**config.mk**
```make
export PLATFORM = sky130hd
export DESIGN_NAME = mon_serial_port
export DESIGN_NICKNAME = d
export VERILOG_FILES = /design/src/rtl/mon_serial_port.sv
export SDC_FILE = /design/constraint.sdc
export NUM_CORES = 1
export LEC_CHECK = 0
export BUFFER_PORTS_ARGS = -buffer_cell sky130_fd_sc_hd__buf_2
export CAP_MARGIN = 40
export CORE_MARGIN = 2
export CORE_UTILIZATION = 50
export CTS_CLUSTER_DIAMETER = 80
export DETAILED_ROUTE_END_ITERATION = 10
export PLACE_DENSITY = 0.7
export RECOVER_POWER = 100
export REMOVE_ABC_BUFFERS = 1
export SLEW_MARGIN = 20
export SYNTH_ARGS = -nofsm -noshare
export SYNTH_HDL_FRONTEND = slang
export SYNTH_SLANG_ARGS = --single-unit
```
**constraint.sdc**
```tcl
create_clock -name clk -period 3.24 [get_ports clk]
set_clock_uncertainty 0.1 [all_clocks]
set_input_delay 0.486 -clock clk [delete_from_list [all_inputs] [get_ports clk]]
set_output_delay 0.486 -clock clk [all_outputs]
set_load 0.005 [all_outputs]
```
**src/rtl/mon_serial_port.sv**
```systemverilog
module mon_serial_port #(
  parameter int DIV_EXT = 256,
  parameter int DIV_INT = 335
) (
  input  logic       clk,
  input  logic       rst_n,
  input  logic       osc_int,
  input  logic       pin_in,
  output logic       pin_oe,
  output logic       pin_out,
  output logic [7:0] rx_data,
  output logic       rx_valid,
  input  logic       rx_ready,
  output logic       frame_err,
  input  logic [7:0] tx_data,
  input  logic       tx_valid,
  output logic       tx_ready
);
  localparam int DIVMAX = (DIV_EXT > DIV_INT) ? DIV_EXT : DIV_INT;
  localparam int CW = $clog2(DIVMAX + 1);

  typedef enum logic [2:0] {S_IDLE, S_RX, S_TX, S_HOLD, S_ECHO, S_WAIT} st_t;

  st_t           state;
  logic [CW-1:0] cnt;
  logic [3:0]    bit_idx;
  logic [9:0]    shreg;
  logic [1:0]    sync;

  wire [CW-1:0] div_m1  = osc_int ? CW'(DIV_INT - 1) : CW'(DIV_EXT - 1);
  wire [CW-1:0] half_m1 = osc_int ? CW'(DIV_INT / 2 - 1) : CW'(DIV_EXT / 2 - 1);
  wire          rx_s    = sync[1];
  wire          tick    = (cnt == '0);

  assign pin_oe   = (state == S_TX) || (state == S_HOLD) || (state == S_ECHO);
  assign pin_out  = (state == S_TX) ? shreg[0] : (state == S_HOLD);
  assign tx_ready = (state == S_IDLE);

  always_ff @(posedge clk or negedge rst_n) begin
    if (!rst_n) begin
      state     <= S_IDLE;
      cnt       <= '0;
      bit_idx   <= '0;
      shreg     <= '1;
      sync      <= 2'b11;
      rx_data   <= '0;
      rx_valid  <= 1'b0;
      frame_err <= 1'b0;
    end else begin
      sync      <= {sync[0], pin_in};
      frame_err <= 1'b0;
      if (rx_ready) rx_valid <= 1'b0;
      case (state)
        S_IDLE: begin
          bit_idx <= '0;
          if (tx_valid) begin
            shreg <= {1'b1, tx_data, 1'b0};
            cnt   <= div_m1;
            state <= S_TX;
          end else if (!rx_s) begin
            cnt   <= half_m1;
            state <= S_RX;
          end
        end
        S_RX: begin
          if (!tick) cnt <= cnt - 1'b1;
          else begin
            cnt     <= div_m1;
            bit_idx <= bit_idx + 4'd1;
            if (bit_idx == 4'd0) begin
              if (rx_s) state <= S_IDLE;
            end else if (bit_idx < 4'd9) begin
              shreg <= {rx_s, shreg[9:1]};
            end else if (rx_s) begin
              rx_data  <= shreg[9:2];
              rx_valid <= 1'b1;
              state    <= S_IDLE;
            end else if (shreg[9:2] == 8'h00) begin
              bit_idx <= '0;
              state   <= S_HOLD;
            end else begin
              frame_err <= 1'b1;
              state     <= S_WAIT;
            end
          end
        end
        S_TX: begin
          if (!tick) cnt <= cnt - 1'b1;
          else if (bit_idx == 4'd9) state <= S_IDLE;
          else begin
            bit_idx <= bit_idx + 4'd1;
            shreg   <= {1'b1, shreg[9:1]};
            cnt     <= div_m1;
          end
        end
        S_HOLD: begin
          if (!tick) cnt <= cnt - 1'b1;
          else begin
            cnt <= div_m1;
            if (bit_idx == 4'd1) begin
              bit_idx <= '0;
              state   <= S_ECHO;
            end else bit_idx <= bit_idx + 4'd1;
          end
        end
        S_ECHO: begin
          if (!tick) cnt <= cnt - 1'b1;
          else begin
            cnt <= div_m1;
            if (bit_idx == 4'd9) state <= S_IDLE;
            else bit_idx <= bit_idx + 4'd1;
          end
        end
        S_WAIT: if (rx_s) state <= S_IDLE;
        default: state <= S_IDLE;
      endcase
    end
  end

  assert_oe_excl_ready_R8: assert property (@(posedge clk) disable iff (!rst_n)
    pin_oe |-> !tx_ready);
  assert_valid_from_rx_R3: assert property (@(posedge clk) disable iff (!rst_n)
    $rose(rx_valid) |-> $past(state) == S_RX);
  assert_hold_high_R6: assert property (@(posedge clk) disable iff (!rst_n)
    state == S_HOLD |-> pin_oe && pin_out);
  assert_hold_to_echo_R7: assert property (@(posedge clk) disable iff (!rst_n)
    ($past(state) == S_HOLD && state != S_HOLD) |-> state == S_ECHO);
  assert_err_no_byte_R5: assert property (@(posedge clk) disable iff (!rst_n)
    frame_err |-> !$rose(rx_valid));
  assert_start_low_R1: assert property (@(posedge clk) disable iff (!rst_n)
    ($past(state) == S_IDLE && state == S_TX) |-> !pin_out);
endmodule

```
Word-level counts from Yosys, hierarchy flattened
Index checks and enable logic that the tools add are counted.
{"block": "classes", "n_addsub": 2, "n_lt_le_gt_ge": 1, "n_eq_ne": 21, "mux": 51, "n_bitwise": 2, "n_reduce_logical": 16}
{"cell": "10-bit 2-to-1 mux", "count": 6}
{"cell": "9-bit 2-to-1 mux", "count": 6}
{"cell": "3-bit 2-to-1 mux", "count": 12}
{"cell": "4-bit 2-to-1 mux", "count": 9}
{"cell": "10-bit one-hot mux with 3 select lines", "count": 1}
{"cell": "9-bit one-hot mux with 3 select lines", "count": 1}
{"cell": "2-bit inequality test, second input constant", "count": 8}
{"cell": "4-bit one-hot mux with 4 select lines", "count": 1}
{"cell": "3-bit one-hot mux with 5 select lines", "count": 1}
{"cell": "7-bit AND reduction", "count": 2}
{"cell": "1-bit 2-to-1 mux", "count": 13}
{"cell": "5-bit AND reduction", "count": 2}
{"cell": "9-bit zero test", "count": 1}
{"cell": "3-bit inequality test, second input constant", "count": 3}
{"cell": "9-bit by 1-bit subtractor with 9-bit output, second input constant", "count": 1}
{"cell": "8-bit zero test", "count": 1}
{"cell": "8-bit 2-to-1 mux", "count": 1}
{"cell": "3-bit by 2-bit == test with 1-bit output, second input constant", "count": 2}
{"cell": "3-bit == test, second input constant", "count": 2}
{"cell": "2-bit by 1-bit inequality test with 1-bit output, second input constant", "count": 3}
{"cell": "3-bit nonzero test", "count": 2}
{"cell": "4-bit by 1-bit adder with 4-bit output, second input constant", "count": 1}
{"cell": "4-bit by 1-bit == test with 1-bit output, second input constant", "count": 1}
{"cell": "4-bit == test, second input constant", "count": 1}
{"cell": "10 further kinds", "count": 12}
{"block": "totals", "ff_bits": 38, "input_bits": 14, "out_inout_bits": 13, "elab_cells": 101}

Depth between registers and ports, before layout
{"block": "logic_depth", "word_depth": 7, "mapped_depth": 10, "mapped_depth_nobuf": 7}

Worst setup path after synthesis
Ideal clock, no wire load.
{"block": "synth_path", "path_kind": "flip-flop to flip-flop", "from": "reg cnt[0]", "to": "reg rx_data[0]", "setup_ps": 125, "arrival_time_ps": 2391, "t_required_ps": 3015, "setup_slack_ps": 624, "path_stages_with_launch": 10, "path_buffers": 3, "synth_period_minus_slack_ps": 2616, "cell_sequence": "dfrtp_1 inv_1 ha_1 or4b_1 clkbuf_1 or2_1 buf_6 or3_4 buf_6 mux2_4"}
{"block": "synth_via", "elab_chain_cells": 2}
{"item": "from (decl)", "line": "25", "text": "logic [CW-1:0] cnt;"}
{"item": "from (signal assigned)", "line": "58", "text": "cnt <= div_m1;"}
{"item": "from (signal assigned)", "line": "61", "text": "cnt <= half_m1;"}
{"item": "from (signal assigned)", "line": "66", "text": "if (!tick) cnt <= cnt - 1'b1;"}
{"item": "9-bit zero test", "line": "33", "text": "wire tick = (cnt == '0);"}
{"item": "5-bit AND reduction (no source line)"}
{"item": "to (signal assigned)", "line": "75", "text": "rx_data <= shreg[9:2];"}
{"item": "to (decl)", "line": "11", "text": "output logic [7:0] rx_data,"}
No other way between the ends.
A chain may end at the register's enable or synchronous reset.

Final worst setup path
{"block": "layout_path", "from": "reg cnt[0]", "to": "reg rx_data[3]"}
The elaborated chain is that of the path after synthesis.

==> impl_results.md <==
- CTS tree: yes
- # rows: 24
- Final Critical Period: 2790 ps
- RSZ-0062 raised after global routing: no
- Sequential element share of the synthesized area: 42.3%
- Final WL: 4700 um
- Share of layout cells above drive strength 1: 25.1%
- Commonest cells after routing, fill and taps aside: dfrtp_1, buf_2, nor2_1, nand2_1, mux2_2
- # IOs: 27
- Filler cells: 393
- Main combinational cell family by area after synthesis: compound AO/OA/AOI/OAI gates
- Final Wtd Congestion: 0.920
- # diodes: 0
- DIE HEIGHT: 71.6 um
- 1st-iter DRT viols: 145
- GRT met1 Usage: 29.8%
- WP data arrival: 2870 ps
- Cell Pwr Density: 892 mW/mm^2
- Synthesized instance count: 222
- Full die area: 0.00513 sq mm
- Clk sinks: 38
- PostCTS Resize Cnt: 0
- Via/cell ratio: 5.73
- Number of global-route vias before repair: 1685
- Netlist cell types: 52
- Total track usage: 20.2%
- Final Cycle Share: 86.2%
- Die width: 71.6 um
- Residual DRC: 0
- Slew Viols, Final: 0
- Worst Path Required: 3320 ps
- Maximum vdd drop: 0.436 mV
- Internal Power: 0.00135 W
- Syn Std Cell Area: 0.00229 sq mm
- Adder-cell area share of the yosys netlist: 3.83%
- Peak Freq: 358 MHz
- DP HPWL: 3380 um
- P_leak: 1.11 nW
- Most common cell after layout, fill and taps aside: dfrtp_1
- Antenna violations before repair: 0
- TritonCTS buffer count: 5
- Area Growth Syn to Fin: 8.70%
- HP Class: input port to flop
- IO Port Bufs: 26
- Flop pwr share: 40.1%
- CP peak stage delay: 590 ps
- Yosys warns: 0
- Core Area: 0.00438 sq mm
- Xor and xnor area share after synthesis: 1.53%
- # Max-Cap Violations: 0
- Clk buf depth: 2
- Switching pwr: 0.000868 W
- Top FF cell, synth: dfrtp_1
- Initial core utilization: 52.1%
- Clock Latency Late Sink: 290 ps
- Switching fraction of total power: 39.2%
- CTS root buffer: clkbuf_8
- Post-synthesis compound-gate area fraction: 17.2%
- H-tree Lvls: 2
- Fraction of synthesized area in multiplexers: 14.6%
- Flops & latches, synth: 38
- Average wire per standard cell: 15.7 um
- Number of flops mapped to enable cells by yosys: 0
- Comb power frac: 45.5%
- Clk slew on worst S/H paths: 80 ps
- Ys async rst share: 100%
- M3 GR Usage: 4.22%
- Final hold vios: 0
- Placed cell area: 0.00245 sq mm
- Net count, final: 267
- Grt peak-use layer: met1
- CP max stage cell: or4b_1
- Worst-Margin Slew: 1350 ps
- Clock Power Share: 14.5%
- Startpoint Class: flop
- CP Capture Type: flop
- CP top delay family: simple AND/OR/NAND/NOR gates
- Setup CP Type: flop to flop
- Number of detailed-route iterations in the first pass: 4
- Global-route wire length before repair: 8190 um
- Grt met2 use: 29.6%
- TNS Setup: 0 ps
- Largest net degree at the start of global routing: 26
- Slew HR: 10.2%
- Mean post-synth cell area: 10.3 sq um
- Buffers and inverters on the worst path: 1
- Cell area after layout: 0.00248 sq mm
- Total overflow reported by the global router: 0
- CP max FO: 9
- CP Cell Sequence: inv_1 > ha_1 > or4b_1 > or2_0 > or3_4 > mux2_1
- Status: complete, no violations
- Detailed-route via count: 1714
- DRT antenna net count: 0
- Setup violations, final: 0
- Area share of and/or/nand/nor cells after synthesis: 15.8%
-- synthesized netlist by cell type (all sizes together), types with 3 or more instances --
library cell  count  area [sq um]
a22oi             4          30.0
nand2            19          71.3
dfrtp            26           651
dfstp            12           315
o31ai             3          36.3
nand2b            3          18.8
or3               5          36.3
and3              3          18.8
nor4b             3          26.3
a21oi             6          30.0
clkbuf            8          30.0
xnor2             4          35.0
mux2             26           323
buf               4          32.5
inv              13          48.8
nor2             19          71.3
or4               3          22.5
o21ai            14          70.1
ha                7          87.6
o21a              3          22.5
-- worst reg2reg max path: cells and delay by family, from the launching register on --
| family | cells | cell delay, ps |
|---|---|---|
| flops | 1 | 430 |
| mux | 1 | 340 |
| buf+inv | 1 | 70 |
| simple gates | 3 | 1550 |
| fa+ha+maj | 1 | 190 |
-- timing repair --
| action | in CTS | in global routing |
|---|---|---|
| endpoints found under the hold margin | 5 | 0 |
| setup buffers | 0 | 0 |
| hold buffers | 1 | 0 |
-- power groups by stage --
| stage | Sequential (W) | Combinational (W) | Clock [W] |
|---|---|---|---|
| 3_5_place_dp | 0.000896 | 0.00102 | 0 |
| 6_report | 0.000888 | 0.00101 | 0.000321 |
| 2_1_floorplan | 0.000832 | 0.000826 | 0 |
| 5_1_grt | 0.000922 | 0.00114 | 0.000343 |
| 4_1_cts | 0.000888 | 0.00103 | 0.000328 |
| 3_3_place_gp | 0.000894 | 0.000999 | 0 |
-- state kept, by name (all words and copies together), names as in the netlist --
name and flops:
shreg 10, bit_idx 4, sync 2, cnt 9, rx_data 8, state 3
rx_valid 1, frame_err 1
-- path summary, 6_finish.rpt --
| path | start | end | slack [ps] | depth (start not counted) |
|---|---|---|---|---|
| setup / recovery | cnt[0] | rx_data[3] | 450 | 6 |
| min in group asynchronous | rst_n | state[0] | 680 | 2 |
| hold reg to reg | sync[0] | sync[1] | 260 | 0 |
| max in group asynchronous | rst_n | cnt[0] | 670 | 3 |
| setup reg to reg | cnt[0] | rx_data[3] | 450 | 6 |
| hold / removal | pin_in | sync[0] | 180 | 1 |
-- cells by family after synthesis --
kind of cell,Yosys count
DFF,38
xor gates and xnor gates,4
muxes,27
and+or+nand+nor,67
buffers and inverters,25
adders and majority gates,7
AOI/OAI and AO/OA,54
-- metal layers --
metal	vias to the layer above	wire (um)
li1	855	-
met1	825	2340
met2	32	2130
met3	2	199
met4	0	26
met5	-	0
-- per-stage QoR --
stage	hold WS, ps	util, %	instances	setup WS (ps)	power (W)
floorplan	90.4	-	210	703	0.00166
global placement	247	55.3	289	561	0.00189
detailed placement	247	55.8	290	520	0.00192
CTS	175	58.0	299	514	0.00224
global route	177	56.7	299	227	0.00241
finish	184	56.7	299	446	0.00222
-- area by class of cell --
class / instances / area [sq um] / area share [%]
multi-input combinational: 159 / 1180 / 47.4
clock inverter: 3 / 16.3 / 0.655
timing repair buffer: 29 / 141 / 5.69
sequential: 38 / 966 / 38.9
inverter: 13 / 48.8 / 1.96
tap: 52 / 65.1 / 2.62
clock buffer: 5 / 68.8 / 2.77
(Power assumes the default switching activity.)
